### src/rtl/pla_pkg.sv
package pla_pkg;

  localparam int unsigned PLA_DATA_W_DEF  = 64;
  localparam int unsigned PLA_SLICE_W_DEF = 8;

  // number of slices spanned by one lane for a given lane-size code
  function automatic int unsigned pla_span(input int unsigned code);
    return 32'd1 << code;
  endfunction

endpackage

### src/rtl/pla_boundary_gen.sv
module pla_boundary_gen
  import pla_pkg::*;
#(
  parameter int unsigned NSLICE = 8,
  parameter int unsigned MODE_W = 2
) (
  input  logic              clk,
  input  logic              rst_n,
  input  logic [MODE_W-1:0] mode,
  output logic [NSLICE-1:0] lane_start,
  output logic [NSLICE-1:0] lane_end
);

  always_comb begin
    int unsigned span;
    span = pla_span(int'(mode));
    for (int s = 0; s < NSLICE; s++) begin
      lane_start[s] = ((s & (span - 1)) == 0);
      lane_end[s]   = (((s + 1) & (span - 1)) == 0);
    end
  end

  // lane ends count equals the number of lanes the mode asks for
  AST_LANE_COUNT: assert property (@(posedge clk) disable iff (!rst_n)
    $countones(lane_end) == (NSLICE >> mode)) else $error("lane count");

  // the bottom slice always opens a lane
  AST_BOTTOM_START: assert property (@(posedge clk) disable iff (!rst_n)
    lane_start[0]) else $error("bottom start");

endmodule

### src/rtl/pla_slice_chain.sv
module pla_slice_chain #(
  parameter int unsigned NSLICE  = 8,
  parameter int unsigned SLICE_W = 8,
  localparam int unsigned DATA_W = NSLICE * SLICE_W
) (
  input  logic              clk,
  input  logic              rst_n,
  input  logic [DATA_W-1:0] a,
  input  logic [DATA_W-1:0] b,
  input  logic              sub,
  input  logic [NSLICE-1:0] lane_start,
  input  logic [NSLICE-1:0] lane_end,
  output logic [DATA_W-1:0] sum,
  output logic [NSLICE-1:0] carry
);

  logic [NSLICE-1:0] slice_cout;
  logic [NSLICE-1:0] slice_cin;

  for (genvar s = 0; s < NSLICE; s++) begin : g_slice
    logic [SLICE_W-1:0] a_s, b_s, r_s;
    logic               c_s;
    logic               prev_c;

    if (s == 0) begin : g_first
      assign prev_c = sub;
    end else begin : g_rest
      assign prev_c = slice_cout[s-1];
    end

    assign a_s          = a[s*SLICE_W +: SLICE_W];
    assign b_s          = sub ? ~b[s*SLICE_W +: SLICE_W] : b[s*SLICE_W +: SLICE_W];
    assign slice_cin[s] = lane_start[s] ? sub : prev_c;
    assign {c_s, r_s}   = {1'b0, a_s} + {1'b0, b_s} + {{SLICE_W{1'b0}}, slice_cin[s]};
    assign slice_cout[s] = c_s;
    assign sum[s*SLICE_W +: SLICE_W] = r_s;
    assign carry[s] = lane_end[s] & c_s;
  end

  // a minus itself gives zero and a carry at every lane end
  AST_SELF_SUB_ZERO: assert property (@(posedge clk) disable iff (!rst_n)
    (sub && a == b) |-> (sum == '0 && carry == lane_end)) else $error("self sub");

endmodule

### src/rtl/pla_out_stage.sv
module pla_out_stage #(
  parameter int unsigned DATA_W = 64,
  parameter int unsigned NSLICE = 8
) (
  input  logic              clk,
  input  logic              rst_n,
  input  logic              in_valid,
  output logic              in_ready,
  input  logic [DATA_W-1:0] d_sum,
  input  logic [NSLICE-1:0] d_carry,
  output logic              out_valid,
  input  logic              out_ready,
  output logic [DATA_W-1:0] out_sum,
  output logic [NSLICE-1:0] out_carry
);

  logic take;

  assign in_ready = !out_valid || out_ready;
  assign take     = in_valid && in_ready;

  always_ff @(posedge clk or negedge rst_n) begin
    if (!rst_n) begin
      out_valid <= 1'b0;
      out_sum   <= '0;
      out_carry <= '0;
    end else if (take) begin
      out_valid <= 1'b1;
      out_sum   <= d_sum;
      out_carry <= d_carry;
    end else if (out_ready) begin
      out_valid <= 1'b0;
    end
  end

  AST_VALID_AFTER_ACCEPT: assert property (@(posedge clk) disable iff (!rst_n)
    (in_valid && in_ready) |=> out_valid) else $error("no result");

  AST_HOLD_ON_STALL: assert property (@(posedge clk) disable iff (!rst_n)
    (out_valid && !out_ready) |=> (out_valid && $stable(out_sum) && $stable(out_carry)))
    else $error("stall lost data");

  AST_DRAIN_EMPTY: assert property (@(posedge clk) disable iff (!rst_n)
    (out_valid && out_ready && !in_valid) |=> !out_valid) else $error("drain");

endmodule

### src/rtl/packed_lane_adder.sv
module packed_lane_adder
  import pla_pkg::*;
#(
  parameter int unsigned DATA_W  = PLA_DATA_W_DEF,
  parameter int unsigned SLICE_W = PLA_SLICE_W_DEF,
  localparam int unsigned NSLICE = DATA_W / SLICE_W,
  localparam int unsigned MODE_W = $clog2($clog2(NSLICE) + 1)
) (
  input  logic              clk,
  input  logic              rst_n,
  input  logic              in_valid,
  output logic              in_ready,
  input  logic [MODE_W-1:0] in_mode,
  input  logic              in_sub,
  input  logic [DATA_W-1:0] in_a,
  input  logic [DATA_W-1:0] in_b,
  output logic              out_valid,
  input  logic              out_ready,
  output logic [DATA_W-1:0] out_sum,
  output logic [NSLICE-1:0] out_carry
);

  logic [NSLICE-1:0] lane_start, lane_end;
  logic [DATA_W-1:0] raw_sum;
  logic [NSLICE-1:0] raw_carry;

  pla_boundary_gen #(.NSLICE(NSLICE), .MODE_W(MODE_W)) u_bound (
    .clk(clk), .rst_n(rst_n), .mode(in_mode),
    .lane_start(lane_start), .lane_end(lane_end)
  );

  pla_slice_chain #(.NSLICE(NSLICE), .SLICE_W(SLICE_W)) u_chain (
    .clk(clk), .rst_n(rst_n), .a(in_a), .b(in_b), .sub(in_sub),
    .lane_start(lane_start), .lane_end(lane_end),
    .sum(raw_sum), .carry(raw_carry)
  );

  pla_out_stage #(.DATA_W(DATA_W), .NSLICE(NSLICE)) u_out (
    .clk(clk), .rst_n(rst_n), .in_valid(in_valid), .in_ready(in_ready),
    .d_sum(raw_sum), .d_carry(raw_carry),
    .out_valid(out_valid), .out_ready(out_ready),
    .out_sum(out_sum), .out_carry(out_carry)
  );

  // carries never appear away from a lane end
  AST_CARRY_AT_END: assert property (@(posedge clk) disable iff (!rst_n)
    (raw_carry & ~lane_end) == '0) else $error("stray carry");

  // in the full-width lane only the top slice may report a carry
  AST_WIDE_ONE_LANE: assert property (@(posedge clk) disable iff (!rst_n)
    (in_mode == '1) |-> (raw_carry[NSLICE-2:0] == '0)) else $error("wide lane");

endmodule

### config.mk
export PLATFORM = sky130hd
export DESIGN_NAME = packed_lane_adder
export DESIGN_NICKNAME = d
export VERILOG_FILES = /design/src/rtl/pla_pkg.sv /design/src/rtl/pla_boundary_gen.sv /design/src/rtl/pla_slice_chain.sv /design/src/rtl/pla_out_stage.sv /design/src/rtl/packed_lane_adder.sv
export SDC_FILE = /design/constraint.sdc
export NUM_CORES = 1
export LEC_CHECK = 0
export BUFFER_PORTS_ARGS = -buffer_cell sky130_fd_sc_hd__buf_2
export CAP_MARGIN = 10
export CORE_AREA = 2 2 148 150
export CTS_BUF_LIST = sky130_fd_sc_hd__clkbuf_4
export DETAILED_ROUTE_END_ITERATION = 10
export DIE_AREA = 0 0 150 152
export HOLD_SLACK_MARGIN = 0.1
export PLACE_DENSITY_LB_ADDON = 0.3
export SETUP_SLACK_MARGIN = 0.4
export SLEW_MARGIN = 30
export SYNTH_ARGS = -nofsm -noshare
export SYNTH_HDL_FRONTEND = slang
export SYNTH_HIERARCHICAL = 1
export SYNTH_SLANG_ARGS = --single-unit
### constraint.sdc
create_clock -name clk -period 2 [get_ports clk]
set_input_delay 0.2 -clock clk [delete_from_list [all_inputs] [get_ports clk]]
set_output_delay 0.2 -clock clk [all_outputs]
set_load 0.05 [all_outputs]
Word level (Yosys, flattened, before mapping)
Cells that the tools add are included.

Bitwise operators: 16. Muxes and demuxes: 17. Add/subtract/negate cells: 17. Shifts and indexed selects: 1. Reduce and logical (&&, ||, !) cells: 12.

Operators by type and width (number): 32-bit zero test (8); 8-bit by 8-bit adder with 9-bit output (8); 9-bit by 1-bit adder with 9-bit output (8); 8-bit 2-to-1 mux (8); 8-bit inverter (8); 1-bit 2-to-1 mux (9); 1-bit bitwise AND (8); 1-bit by 2-bit << shifter with 4-bit output (first input constant) (1); 4-bit by 1-bit subtractor with 4-bit output (second input constant) (1); 2-bit nonzero test (1); 1-bit logical AND (1); 1-bit zero test (1); 1-bit logical OR (1).

Output and inout port bits: 74. Bits in registers: 73. Logic and storage cells: 66. Bits of input ports: 135.

Logic depth before layout (Yosys ltp)
Depth in word-level cells: 19. Mapped depth: 60. Depth with buffers taken out: 58.

Cells and area by module
The synthesis kept the hierarchy.

By module, submodules not included: pla_slice_chain (instances 1, area an instance 3316.9 µm², cells each 419); pla_out_stage (instances 1, area an instance 3010.4 µm², cells each 155); pla_boundary_gen (instances 1, area an instance 108.9 µm², cells each 17).

Worst setup path before layout
OpenSTA, ideal clock, no wires.

Kind: input to register. Start point: input port in_sub. End point: register u_out.out_sum[62]. Stages: 60. Data required time: 1.875 ns. Arrival time: 11.621 ns. Buffers on the path: 2. Path slack: -9.746 ns. Path through: buf_2 buf_2 xor2_1 inv_1 fa_1 nor2b_4 o31a_1 o31a_1 o21a_1 o31ai_2 fa_1 fa_1 nor2b_1 o31a_1 o311ai_1 nand2_1 mux2i_1 fa_1 [... 24 more ...] o311ai_1 nand2_1 mux2i_1 fa_1 fa_1 nor2b_1 o31a_1 o31a_1 o21a_1 o31ai_2 fa_1 fa_1 nor2b_1 o31a_1 o21a_1 nor2_1 xnor2_1 mux2_4.

Word-level cells in the longest chain between the ends: 17. Elaborated cells on any way between the ends: 31. Those cells by class: add/sub: 16; mux: 15.

RTL lines: start: declaration (line packed_lane_adder.sv:14) `input logic in_sub,`; 8-bit 2-to-1 mux (line pla_slice_chain.sv:32) `assign b_s = sub ? ~b[s*SLICE_W +: SLICE_W] : b[s*SLICE_W +: SLICE_W];`; 8-bit by 8-bit adder with 9-bit output (line pla_slice_chain.sv:34) `assign {c_s, r_s} = {1'b0, a_s} + {1'b0, b_s} + {{SLICE_W{1'b0}}, slice_cin[s]};`; 9-bit by 1-bit adder with 9-bit output (line pla_slice_chain.sv:34); 1-bit 2-to-1 mux (line pla_slice_chain.sv:33) `assign slice_cin[s] = lane_start[s] ? sub : prev_c;`; 9-bit by 1-bit adder with 9-bit output (line pla_slice_chain.sv:34); 1-bit 2-to-1 mux (line pla_slice_chain.sv:33); 9-bit by 1-bit adder with 9-bit output (line pla_slice_chain.sv:34); 1-bit 2-to-1 mux (line pla_slice_chain.sv:33); [... 2 more ...]; 9-bit by 1-bit adder with 9-bit output (line pla_slice_chain.sv:34); 1-bit 2-to-1 mux (line pla_slice_chain.sv:33); 9-bit by 1-bit adder with 9-bit output (line pla_slice_chain.sv:34); 1-bit 2-to-1 mux (line pla_slice_chain.sv:33); 9-bit by 1-bit adder with 9-bit output (line pla_slice_chain.sv:34); 1-bit 2-to-1 mux (line pla_slice_chain.sv:33); 9-bit by 1-bit adder with 9-bit output (*) (line pla_slice_chain.sv:34); named net raw_sum[62] (line packed_lane_adder.sv:24) `logic [DATA_W-1:0] raw_sum;`; end signal: assignment (line pla_out_stage.sv:29) `out_sum <= d_sum;`; end: declaration (line pla_out_stage.sv:13) `output logic [DATA_W-1:0] out_sum,`.

Mark *: on every way through the listed nets, which the timed path passes. The rest lies on a longest branch. A chain may end at the register's enable or synchronous reset.

Worst setup path after layout
Start point: input port in_b[1]. End point: register u_out.out_sum[62].

Word-level cells in the longest chain between the ends: 18.

RTL lines: start: declaration (line packed_lane_adder.sv:16) `input logic [DATA_W-1:0] in_b,`; 8-bit inverter (line pla_slice_chain.sv:32); 8-bit 2-to-1 mux (*) (line pla_slice_chain.sv:32); 8-bit by 8-bit adder with 9-bit output (*) (line pla_slice_chain.sv:34); 9-bit by 1-bit adder with 9-bit output (*) (line pla_slice_chain.sv:34); 1-bit 2-to-1 mux (*) (line pla_slice_chain.sv:33); 9-bit by 1-bit adder with 9-bit output (*) (line pla_slice_chain.sv:34); 1-bit 2-to-1 mux (*) (line pla_slice_chain.sv:33); 9-bit by 1-bit adder with 9-bit output (*) (line pla_slice_chain.sv:34); [... 3 more ...]; 9-bit by 1-bit adder with 9-bit output (*) (line pla_slice_chain.sv:34); 1-bit 2-to-1 mux (*) (line pla_slice_chain.sv:33); 9-bit by 1-bit adder with 9-bit output (*) (line pla_slice_chain.sv:34); 1-bit 2-to-1 mux (*) (line pla_slice_chain.sv:33); 9-bit by 1-bit adder with 9-bit output (*) (line pla_slice_chain.sv:34); 1-bit 2-to-1 mux (*) (line pla_slice_chain.sv:33); 9-bit by 1-bit adder with 9-bit output (*) (line pla_slice_chain.sv:34); named net raw_sum[62] (line packed_lane_adder.sv:24).

Marks and branches as above.

==> metrics.txt <==
CP Capture Type=register; Hold Slack=0.186 ns; reg2reg path depth=4; Die Span X=150 um; core area=21400 um^2; HP Class=primary input to async pin; DP Cell Count=1166; drt drc=0; Buffers on Ports=208; FP Rows=54; Clock Latency Late Sink=0.46 ns; TritonCTS clock tree=yes; Max FO, Critical Path=3; FF-to-FF Start=u_out/out_valid; slew at the pin closest to its max-slew limit=0.536 ns; multi-input logic area=4560 um^2; clock root buffer=clkbuf_4; status=finished with violations; initial antenna violation count=1; H-tree levels=3; Worst VDD drop=585 uV; Initial Utilization=30.1%; setup ws final=-9.37 ns; CP peak stage delay=0.46 ns; Final period util=569%; Overall Global Routing Usage=15.9%; required time worst endpoint=2.37 ns; Max-Cap Viols=0; Setup crit start kind=primary input; syn_area_per_cell=10.9 um^2; Antenna Cells=0; WL final=18200 um; Util after Layout=46.0%; drt via density=4.46; detailed placer's ending HPWL=13500 um; fin crit period=11.37 ns; cell area after synthesis=6430 um^2; synthesized instance count=590; number of global-route vias before repair=5817; Post-DRT Antenna Nets=0; routability cong.=0.825; die area=22800 um^2; arrival time worst endpoint=11.74 ns; first-pass GRT wire length=28800 um; Final Slew Violations=0; TritonCTS Sinks=73; fmax=0.0879 GHz; Area Growth Syn to Fin=52.9%; Power, Total=9.72 mW; static leakage=5.05 nW; Yosys Warn Count=6; failing checks=negative setup slack; Vias=5629; WS Path Type=primary input to register; RSZ-0062 raised after global routing=true; largest net degree at the start of global routing=33; final non-filler cell total=1263; Clock Path Buffers=2; Worst-path clk slew=0.15 ns; reg2reg setup slack=0.54 ns; initial DRC count=113; DR pass1 iterations=6; grt ovf=0; die height=152 um; top-level port count=209; WL/cell=14.4 um; Crit-path slowest cell=fa_2; # fillers=2011; share of cells above drive strength 1=58.3%; CTS Buf Count=9; final setup violation count=63; relative slew slack=64.3%; pwr/cell area=989 nW/um^2; final net count=1184; final hold vios=0; Worst Skew=0.0198 ns; R2R Path End=u_out/out_sum[21]; CP most frequent cell=fa_2; FF+latch area=1830 um^2; Post-Syn Nets=796
critical path, delay by kind of cell:
kind	cells	cell delay, ns
simple gates	14	1.66
compound gates	20	2.82
xor+xnor	2	0.28
buf+inv	2	0.17
fa+ha+maj	15	5.87
mux	6	0.71
area by class of cell:
class / count / share of cell area, %
Sequential cell: 73 / 18.6
Clock buffer: 9 / 0.687
Multi-Input combinational cell: 450 / 46.3
Clock inverter: 7 / 1.11
Tap cell: 280 / 3.56
Timing Repair Buffer: 403 / 28.1
Inverter: 41 / 1.57
registers in the layout, indices dropped and copies added (netlist names):
| name | cells |
|---|---|
| u_out/out_sum | 64 |
| u_out/out_carry | 8 |
| u_out/out_valid | 1 |
where the power goes:
| part | internal [mW] | total (mW) | leakage, nW | switching, mW |
|---|---|---|---|---|
| clock | 0.622 | 1.22 | 0.0971 | 0.600 |
| sequential | 2.00 | 2.33 | 0.859 | 0.325 |
| combinational | 2.65 | 6.17 | 4.10 | 3.52 |
metal layers:
metal  global-route usage (%)  up-vias  wire length [um]
li1                         -     2810                 -
met1                     19.3     2649              7750
met2                     28.1      146              9190
met3                     4.05       22               921
met4                     3.86        2               330
met5                        0        -                13
stage by stage:
stage | TNS, ns | setup WS (ns) | area, um^2
after floorplan | -306.53 | -9.00 | 6500
after global placement | -329.59 | -9.57 | 8580
after detailed placement | -336.13 | -9.75 | 8580
after CTS | -301.36 | -9.14 | 9480
after global routing | -335.00 | -9.92 | 9830
final | -314.72 | -9.37 | 9830
cell usage in the layout (no fill, tap or decap), drive strengths merged:
cell type    count
o31a            15
nand3            5
xor2            63
xnor2           34
o21bai           1
a21o             2
inv             41
mux2            72
dlygate4sd3      3
clkbuf           9
fa              15
ha              56
nor2            39
nor3             3
nand2            9
nand3b           5
bufinv           3
nor2b           15
clkinv           4
o211ai           6
dfrtp           73
o21a            37
o31ai            2
buf            400
o2111ai          2
conb             1
o311ai           5
o41ai            3
mux2i            6
o21ai           22
nand4            2
and2             5
nand2b           4
a21oi           21
timing repair:
| item | CTS | global route |
|---|---|---|
| hold buffers | 3 | 0 |
| endpoints found under the hold margin | 74 | 0 |
| endpoints found under the setup margin | 65 | 66 |
| pin swaps | 33 | 25 |
| gates resized for setup | 76 | 52 |
| buffers inserted | 57 | 21 |
worst max-delay path by stage:
| stage | end | cells after the start | startpoint | slack (ns) |
|---|---|---|---|---|
| floorplan | u_out/out_carry[7] | 59 | in_sub | -9.00 |
| CTS | u_out/out_carry[7] | 58 | in_sub | -9.14 |
| global placement | u_out/out_carry[7] | 58 | in_sub | -9.57 |
| global route | u_out/out_sum[62] | 59 | in_b[1] | -9.92 |
| finish | u_out/out_sum[62] | 59 | in_b[1] | -9.37 |
| detailed placement | u_out/out_carry[7] | 58 | in_sub | -9.75 |
Power figures use the tool's default switching activity.
